File: config.mk
export PLATFORM = sky130hd
export DESIGN_NAME = daisy_arbiter
export DESIGN_NICKNAME = d
export VERILOG_FILES = /design/src/rtl/daisy_arbiter.sv
export SDC_FILE = /design/constraint.sdc
export NUM_CORES = 1
export LEC_CHECK = 0
export BUFFER_PORTS_ARGS = -buffer_cell sky130_fd_sc_hd__buf_2
export CORE_MARGIN = 1.5
export CORE_UTILIZATION = 25
export CTS_BUF_LIST = sky130_fd_sc_hd__clkbuf_16
export DETAILED_ROUTE_END_ITERATION = 10
export HOLD_SLACK_MARGIN = 0.08
export SLEW_MARGIN = 20
export SYNTH_ARGS = -nofsm -noshare
export SYNTH_HDL_FRONTEND = slang
export SYNTH_SLANG_ARGS = --single-unit
File: constraint.sdc
create_clock -name clk -period 4 [get_ports clk]
set_input_delay 0.4 -clock clk [delete_from_list [all_inputs] [get_ports clk]]
set_output_delay 0.4 -clock clk [all_outputs]
set_load 0.02 [all_outputs]
File: src/rtl/daisy_arbiter.sv
module daisy_arbiter #(
  parameter int UNITS = 8
) (
  input  logic             clk,
  input  logic             rst,
  input  logic [UNITS-1:0] req,
  input  logic [UNITS-1:0] done,
  output logic [UNITS:0]   chain,
  output logic [UNITS-1:0] taken,
  output logic             busy
);

  logic [UNITS-1:0] held_q;
  logic [UNITS-1:0] want;
  logic [UNITS-1:0] grab;

  assign want     = held_q | req;
  assign busy     = |taken;
  assign chain[0] = ~busy & (|want);

  for (genvar i = 0; i < UNITS; i++) begin : g_stage
    assign grab[i]    = chain[i] & want[i];
    assign chain[i+1] = chain[i] & ~want[i];
  end

  always_ff @(posedge clk) begin
    if (rst) begin
      held_q <= '0;
      taken  <= '0;
    end else begin
      held_q <= want & ~grab;
      taken  <= (taken & ~done) | grab;
    end
  end

  p_onehot_r5: assert property (@(posedge clk) disable iff (rst)
    $onehot0(taken));

  p_win_on_request_r4: assert property (@(posedge clk) disable iff (rst)
    (!busy && (|want)) |=> busy);

  p_stay_idle_r2: assert property (@(posedge clk) disable iff (rst)
    (!busy && want == '0) |=> !busy);

  p_no_steal_r6: assert property (@(posedge clk) disable iff (rst)
    (busy && (done & taken) == '0) |=> taken == $past(taken));

  p_release_r7: assert property (@(posedge clk) disable iff (rst)
    (busy && (done & taken) != '0) |=> !busy);

endmodule

== After elaboration in Yosys (flattened, before gate mapping) ==
Cells that the tools add are included.

* Bits of input ports: 18
* Register bits after elaboration: 16
* Output and inout bits: 18

* Reductions and logical operators: 2
* Bitwise logic cells: 32

{| class="wikitable"
|+ Operators with widths
! cell !! count
|-
| AND 1 bit || 17
|-
| AND 8 bit || 2
|-
| inverter 8 bit || 2
|-
| bitwise OR 8 bit || 2
|-
| OR reduction 8 bit || 2
|-
| inverter 1 bit || 9
|}

== Longest topological paths before layout ==
Gate-level depths: netlist (run 1).

* Word-level depth: 13
* Mapped depth: 4
* Gate-level depth less buffers: 3

== Worst setup path after synthesis (run 1) ==
No wires, ideal clock.

* Path kind: input to output
* From: input port req[4]
* To: output port chain[6]
* Arrival time: 1734 ps
* Stages on the path: 4
* Buffers on the path: 1
* Setup slack: 1866 ps
* Cell sequence: or4_1 > buf_2 > or3_4 > a211oi_2

* Cells in the longest elaborated chain, start to end: 9
* Elaborated cells on any way between the ends: 10
* Those cells by class: 9 x bitwise; 1 x reduce/logical

{| class="wikitable"
|+ Ends and longest elaborated chain
! what !! line !! text
|-
| start, declared || 6 || <nowiki>input logic [UNITS-1:0] req,</nowiki>
|-
| bitwise OR 8 bit (*) || 17 || <nowiki>assign want = held_q | req;</nowiki>
|-
| OR reduction 8 bit || 19 || <nowiki>assign chain[0] = ~busy & (|want);</nowiki>
|-
| AND 1 bit || 19 ||
|-
| AND 1 bit (4 in series) || 23 || <nowiki>assign chain[i+1] = chain[i] & ~want[i];</nowiki>
|-
| AND 1 bit (*) (2 in series) || 23 ||
|-
| end, declared || 8 || <nowiki>output logic [UNITS:0] chain,</nowiki>
|}

Mark *: on every way between the ends. The rest lies on a longest branch, timed or not.

== Worst setup path in the final report (run 1) ==
* From: register held_q[4]
* To: output port chain[2]

* Cells in the longest elaborated chain, start to end: 5

{| class="wikitable"
|+ Ends and longest elaborated chain
! what !! line !! text
|-
| start, declared || 13 || <nowiki>logic [UNITS-1:0] held_q;</nowiki>
|-
| start signal, assigned || 31 || <nowiki>held_q <= want & ~grab;</nowiki>
|-
| bitwise OR 8 bit || 17 ||
|-
| OR reduction 8 bit || 19 ||
|-
| AND 1 bit || 19 ||
|-
| AND 1 bit (2 in series) || 23 ||
|}

Every way passes these cells.

==> results of run 1 <==
-- kinds of logic (layout without fill, tap and decap cells) --
family / after synthesis / after routing
buf+inv: 5 / 39
compound gates: 20 / 20
other cells: 1 / 1
simple gates: 43 / 43
flops: 16 / 16
-- layer usage --
layer | wire length [um] | part of all wire | vias to the layer above | track usage
met3 | 81 | 0.039 | 2 | 0.0284
met2 | 898 | 0.44 | 21 | 0.193
met1 | 1050 | 0.51 | 356 | 0.166
met4 | 27 | 0.013 | 0 | 0.0476
li1 | - | - | 404 | -
met5 | 0 | 0 | - | 0
-- final cells by class --
| type | count | area [um2] |
|---|---|---|
| clock buffers | 3 | 75.1 |
| clock inverters | 1 | 3.75 |
| fillers | 326 | 1970 |
| inverters | 1 | 3.75 |
| multi-input cells | 64 | 457 |
| flip-flops and latches | 16 | 320 |
| well taps | 44 | 55.1 |
| repair buffers | 34 | 170 |
-- critical path, stage by stage (launching register included) --
cell and delay (ps):
dfxtp_1 310, or4_1 630, nor4_2 420, a31oi_1 160, buf_2 200
-- cells in the mapped netlist --
cell type	instances	area share
nand3_1	1	0.0062
a311oi_1	1	0.011
buf_4	1	0.0094
o21ai_1	1	0.0062
o21bai_1	1	0.0094
nand4_2	1	0.016
inv_1	1	0.0047
nor3_1	3	0.019
nand2_1	3	0.014
and4_1	1	0.011
or4_4	1	0.014
or4_1	2	0.019
or3b_2	4	0.044
a211oi_2	1	0.016
o31ai_1	5	0.047
o32ai_1	1	0.011
nor4_2	2	0.031
buf_2	1	0.0062
nand2b_1	1	0.0078
or3_4	1	0.014
nor3_2	1	0.013
a211oi_1	2	0.019
a31oi_1	3	0.023
a32oi_1	1	0.011
dfxtp_1	16	0.40
o21ai_0	1	0.0062
nor2_1	13	0.061
conb_1	1	0.0047
nor3b_1	2	0.019
clkbuf_1	2	0.0094
a21oi_1	2	0.013
or4b_1	1	0.013
o21a_1	1	0.0094
nand4_1	2	0.016
or2_2	1	0.0078
nor4_1	1	0.0078
nor4_4	2	0.053
-- power groups by stage --
stage	Sequential [mW]	Combinational, mW	Clock [mW]
final	0.179	0.0856	0.192
after global placement	0.182	0.0845	0
after detailed placement	0.182	0.0852	0
after floorplan	0.185	0.0533	0
after CTS	0.179	0.0855	0.201
after global routing	0.180	0.0928	0.207
-- sequential cells by signal, indices dropped and copies added, names as in the netlist --
| register | cells |
|---|---|
| held_q | 8 |
| taken | 8 |
-- worst max-delay path by stage --
stage                     to  slack [ps]  cells past startpoint
floorplan           chain[6]        1870                      4
global placement    chain[2]        1730                      5
detailed placement  chain[2]        1690                      5
CTS                 chain[6]        1640                      4
global route        chain[6]        1510                      4
finish              chain[2]        1640                      4
==> flow_summary.toml, run 1 <==
[die]
fp.coreArea_um2 = 3050
die_x_um = 59.6
initial_core_util = 0.262
die_h_um = 59.6
dieArea_um2 = 3550
ios = 36
row_count = 20

[setup_path]
crit_path_max_fanout = 6
start_kind = "register"
worstPathArrival_ps = 1960
worstSetupEndpointType = "output pin"
r2r_cells = 3
timing.rr.start = "taken[3]"
crit_type = "reg2out"
r2r_end = "taken[5]"
regToRegSetupSlack_ps = 2340
worst_ep_required_time_ps = 3600
worstSetupStartpoint = "held_q[4]"

[logic_synthesis]
synthXorXnorAreaFrac = 0
synth_compound_area_frac = 0.181
synthCells = 85
synth-seq-area-share = 0.400
syn_area_per_cell_um2 = 9.42
yosysWarnings = 0
synth_nets = 103
yosysUniqueCellTypes = 37
synth_seq_cells = 16
synthAdderAreaFrac = 0
synth_area_um2 = 801
synth-simple-area-share = 0.384
muxShareOfSynthArea = 0
synth_top_family_by_area = "simple AND/OR/NAND/NOR gates"

[pwr]
p_leak_nw = 0.462
total_power_mw = 0.457
p_comb_frac = 0.187
p_switching_mw = 0.122
power.density_nw_per_um2 = 421
netSwitchingFraction = 0.268
irDropWorstVdd_v = 0.000307
power_frac_seq = 0.392
pwr-share-clk = 0.421
intPower_mw = 0.335

[job]
maxCapViolations = 0

[cells_and_area]
drive_gt1_frac = 0.429
final_area_um2 = 1080
final_common_cell = "buf_2"
area_growth_pct = 35.5
num_antenna_cells = 0
instances_no_fill = 163
layout_common_cells = "buf_2, dfxtp_1, nor2_1"
utilization = 0.355
layout.nets = 138

[sta]
hold_ws_ps = 416
skew_ps = 4.40
rsz0062_at_grt = "false"
worst_slack_ps = 1640
hold_violations = 0
period_minus_slack_ps = 2360
period_share = 0.589
final-max-slew-violation-count = 0
worst_pin_slew_ps = 545
finalSetupViolations = 0
slew_headroom = 0.633
max_clock_freq_mhz = 424
tns_ps = 0

[grt]
grt_pass1_wl_um = 3350
grt_pass1_vias = 738
overflow = 0
antenna_found_initial = 0
grt_max_degree = 23
grt.total_usage = 0.124

[drt]
routedWlPerCell_um = 12.6
drc = 0
first_iter_violations = 15
viasPerCell = 4.80
antenna_left = 0
vias = 783
firstDrtPassIters = 4
wirelength_um = 2060

[clock_network]
path_clk_slew_ps = 50
cts_setup_buffers = 0
numCtsBuffers = 3
clockRootBuffer = "clkbuf_16"
hold_buffers = 0
insertion_delay_ps = 240
cts_tree = "yes"
clk_path_buf_depth = 2
cts_resized = 0
htree_num_levels = 1
clock_sinks = 16

[min_path]
min_to = "taken[7]"
holdCritStartpoint = "done[7]"
holdPathStages = 4
worstHoldPathType = "in2reg"

[placement]
hpwl_um = 1560
numPortBuffers = 34
placedCellCount = 159
gp_congestion = 0.882
dp_slack_ps = 1690
place_area_um2 = 1010

[outcome]
status = "finished clean"
No activity file was read; power rests on OpenSTA's default activity.
==> inputs of run 2 (changes only) <==
==> constraint.sdc (replaced) <==
create_clock -name clk -period 2.35 [get_ports clk]
set_input_delay 0.235 -clock clk [delete_from_list [all_inputs] [get_ports clk]]
set_output_delay 0.235 -clock clk [all_outputs]
set_load 0.02 [all_outputs]
==> flow_summary.toml, run 2 (synthesis gave the netlist of run 1 again) <==
[outcome]
status = "finished clean"

[sta]
finalSetupViolations = 0
final-max-slew-violation-count = 0
skew_ps = 1.57
period_share = 0.919
rsz0062_at_grt = "false"
period_minus_slack_ps = 2160
hold_violations = 0
tns_ps = 0
max_clock_freq_mhz = 463
hold_ws_ps = 252

[setup_path]
crit_path_max_fanout = 6
critPathBufInv = 1
worst_ep_required_time_ps = 2120
worstSetupEndpointType = "output pin"
max_stage_delay_ps = 630
worstPathArrival_ps = 1920
path_delay_family = "simple AND/OR/NAND/NOR gates"
r2r_cells = 3
regToRegSetupSlack_ps = 750
timing.rr.start = "held_q[4]"
crit_type = "reg2out"
crit_chain = "or4_1 -> or3_4 -> a211oi_2 -> buf_2"
slowest_stage = "or4_1"
start_kind = "register"
r2r_end = "held_q[6]"

[drt]
antenna_left = 0
first_iter_violations = 12
vias = 812
firstDrtPassIters = 4
wirelength_um = 2030
routedWlPerCell_um = 12.2
viasPerCell = 4.86
drc = 0

[clock_network]
cts_tree = "yes"
clock_sinks = 16
cts_setup_buffers = 0
clockRootBuffer = "clkbuf_16"
path_clk_slew_ps = 50
htree_num_levels = 1
numCtsBuffers = 3
hold_buffers = 0
insertion_delay_ps = 240
clk_path_buf_depth = 2
cts_resized = 0

[min_path]
min_to = "taken[7]"
holdPathStages = 4
worstHoldPathType = "in2reg"
holdCritStartpoint = "done[7]"

[die]
ios = 36
fp.coreArea_um2 = 3050
die_h_um = 59.6
row_count = 20
dieArea_um2 = 3550
initial_core_util = 0.262
die_x_um = 59.6

[grt]
grt_max_degree = 23
grt_pass1_vias = 701
overflow = 0
antenna_found_initial = 0
grt.total_usage = 0.115
grt_pass1_wl_um = 3110

[placement]
placedCellCount = 163
hpwl_um = 1580
gp_congestion = 0.884
numPortBuffers = 34

[pwr]
p_comb_frac = 0.198
power.density_nw_per_um2 = 703
power_frac_seq = 0.389
p_leak_nw = 0.481
p_switching_mw = 0.206
pwr-share-clk = 0.413
irDropWorstVdd_v = 0.000277
intPower_mw = 0.578
netSwitchingFraction = 0.263

[cells_and_area]
num_antenna_cells = 0
layout_common_cells = "buf_2, dfxtp_1, nor2_1"
reg.largest.list = "held_q x8, taken x8"
final_common_cell = "buf_2"
instances_no_fill = 167
drive_gt1_frac = 0.447
layout.nets = 142
area_growth_pct = 39.2

[job]
maxCapViolations = 0
-- run 2: worst max-delay path by stage --
stage / startpoint / to / slack (ps) / depth (start not counted)
after floorplan: taken[3] / chain[5] / 470 / 3
after global placement: req[4] / chain[6] / 400 / 5
after detailed placement: req[4] / chain[6] / 380 / 5
after CTS: held_q[4] / chain[6] / 180 / 4
after global routing: held_q[4] / chain[6] / 110 / 4
final: held_q[4] / chain[6] / 190 / 4
-- run 2: power by group through the flow --
| stage | registers, mW | logic (mW) | clock network (mW) |
|---|---|---|---|
| after detailed placement | 0.310 | 0.154 | 0 |
| after floorplan | 0.314 | 0.0907 | 0 |
| after global routing | 0.306 | 0.169 | 0.344 |
| final | 0.305 | 0.155 | 0.324 |
| after global placement | 0.309 | 0.154 | 0 |
| after CTS | 0.305 | 0.155 | 0.328 |
-- run 2: metal layers --
metal / up-vias / track usage / wire, um
met5: - / 0 / 0
li1: 404 / - / -
met1: 377 / 0.161 / 952
met2: 29 / 0.166 / 926
met3: 2 / 0.0153 / 133
met4: 0 / 0.0667 / 19
-- run 2: cell type report --
| cell class | instances | area [um2] |
|---|---|---|
| well taps | 44 | 55.1 |
| multi-input cells | 64 | 457 |
| fillers | 338 | 1940 |
| inverters | 1 | 3.75 |
| repair buffers | 38 | 200 |
| flip-flops and latches | 16 | 320 |
| clock inverters | 1 | 3.75 |
| clock buffers | 3 | 75.1 |
-- run 2: stage by stage --
step / cell area, um2 / setup WS (ps) / power [mW] / util
final: 1110 / 191 / 0.784 / 0.365
after global routing: 1110 / 107 / 0.819 / 0.365
after CTS: 1110 / 178 / 0.788 / 0.365
after detailed placement: 1040 / 380 / 0.465 / 0.339
after global placement: 1040 / 401 / 0.464 / 0.339
after floorplan: 801 / 472 / 0.405 / -
-- run 2: tightest hold or removal path, stage by stage --
cell and delay (ps):
buf_2 80, nor2_1 30, nand2_1 50, o21ai_1 50
==> inputs of run 3 (changes only) <==
--- a/config.mk
+++ b/config.mk
@@ -11,6 +11,8 @@
 export CTS_BUF_LIST = sky130_fd_sc_hd__clkbuf_16
 export DETAILED_ROUTE_END_ITERATION = 10
 export HOLD_SLACK_MARGIN = 0.08
+export PLACE_DENSITY = 0.57
+export RECOVER_POWER = 50
 export SLEW_MARGIN = 20
 export SYNTH_ARGS = -nofsm -noshare
 export SYNTH_HDL_FRONTEND = slang
==> flow_summary.toml, run 3 (synthesis gave the netlist of run 1 again) <==
[placement]
dp_slack_ps = 396
placedCellCount = 161
gp_congestion = 0.813
numPortBuffers = 34
hpwl_um = 1620

[clock_network]
clockRootBuffer = "clkbuf_16"
clock_sinks = 16
hold_buffers = 0
cts_tree = "yes"
cts_resized = 0
numCtsBuffers = 3
cts_setup_buffers = 0
clk_path_buf_depth = 2
path_clk_slew_ps = 50
htree_num_levels = 1
insertion_delay_ps = 250

[cells_and_area]
num_antenna_cells = 0
layout_common_cells = "buf_2, dfxtp_1, nor2_1"
final_common_cell = "buf_2"
area_growth_pct = 36.1
reg.largest.list = "held_q x8, taken x8"
layout.nets = 140
drive_gt1_frac = 0.372
instances_no_fill = 165

[die]
fp.coreArea_um2 = 3050
dieArea_um2 = 3550
ios = 36
row_count = 20
initial_core_util = 0.262
die_h_um = 59.6
die_x_um = 59.6

[drt]
wirelength_um = 2090
wl_met1_um = 927
drc = 0
routedWlPerCell_um = 12.7
antenna_left = 0
firstDrtPassIters = 4
viasPerCell = 4.93
wl_met3_um = 146
first_iter_violations = 30
met2WireLength_um = 952
top_layer = "met4"
vias = 813

[grt]
antenna_found_initial = 0
grt.total_usage = 0.130
overflow = 0
grt_pass1_vias = 751
grt_pass1_wl_um = 3330
grt_max_degree = 23

[sta]
worst_slack_ps = 157
rsz0062_at_grt = "false"
worst_pin_slew_ps = 565
period_share = 0.933
slew_headroom = 0.620
final-max-slew-violation-count = 0
hold_violations = 0
skew_ps = 1.87
tns_ps = 0
finalSetupViolations = 0
max_clock_freq_mhz = 456
hold_ws_ps = 251
period_minus_slack_ps = 2190

[setup_path]
start_kind = "register"
worstSetupStartpoint = "taken[0]"
crit_type = "reg2out"
worstPathArrival_ps = 1960
slowest_stage = "nor4_4"
worstSetupEndpointType = "output pin"
worst_ep_required_time_ps = 2120
max_stage_delay_ps = 530
crit_chain = "nor4_4 -> nand4_2 -> nor3_1 -> buf_2"
crit_path_max_fanout = 9
regToRegSetupSlack_ps = 670
r2r_end = "taken[5]"
r2r_cells = 3
timing.rr.start = "taken[0]"

[min_path]
holdCritStartpoint = "done[7]"
worstHoldPathType = "in2reg"
holdPathStages = 4
min_to = "taken[7]"

[pwr]
p_leak_nw = 0.437
irDropWorstVdd_v = 0.000210
power.density_nw_per_um2 = 715
total_power_mw = 0.780

[job]
maxCapViolations = 0

[outcome]
status = "finished clean"
## run 3: cell count changes in the layout (fill, tap and decap cells not counted)
| cell | change |
|---|---|
| buf_2 | -8 |
| buf_4 | -2 |
| clkbuf_1 | +8 |
## run 3: worst max-delay path by stage
stage / to / slack, ps / cells after the start
after floorplan: chain[5] / 470 / 3
after global placement: chain[6] / 410 / 5
after detailed placement: chain[6] / 400 / 5
after CTS: chain[6] / 170 / 4
after global routing: chain[6] / 3 / 4
final: chain[5] / 160 / 4
## run 3: layer usage
metal,global-route usage,vias up
li1,-,400
met1,0.167,378
met2,0.184,30
met3,0.0328,5
met4,0.0984,0
met5,0,-
## run 3: cell type report
| cell class | instances | area, um2 |
|---|---|---|
| Clock buffer | 3 | 75.1 |
| Inverter | 1 | 3.75 |
| Multi-Input combinational cell | 64 | 457 |
| Sequential cell | 16 | 320 |
| Clock inverter | 1 | 3.75 |
| Timing Repair Buffer | 36 | 175 |
| Tap cell | 44 | 55.1 |
| Fill cell | 341 | 1960 |
## run 3: worst max-delay path: cells and delay by family, from the launching register on
kind | cells | cell delay [ps]
buffers and inverters | 1 | 210
AND/OR/NAND/NOR | 3 | 1150
flip-flops | 1 | 350
## run 3: per-stage QoR
step                 util  area (um2)
global placement    0.334        1020
floorplan               -         801
CTS                 0.360        1100
detailed placement  0.334        1020
global route        0.357        1090
finish              0.357        1090
## run 3: where the power goes
part | switching [mW] | internal [mW] | total, mW | leakage [nW]
Sequential | 0.0158 | 0.290 | 0.306 | 0.132
Clock | 0.101 | 0.225 | 0.326 | 0.0385
Combinational | 0.0911 | 0.0568 | 0.148 | 0.266
Total | 0.208 | 0.572 | 0.780 | 0.437
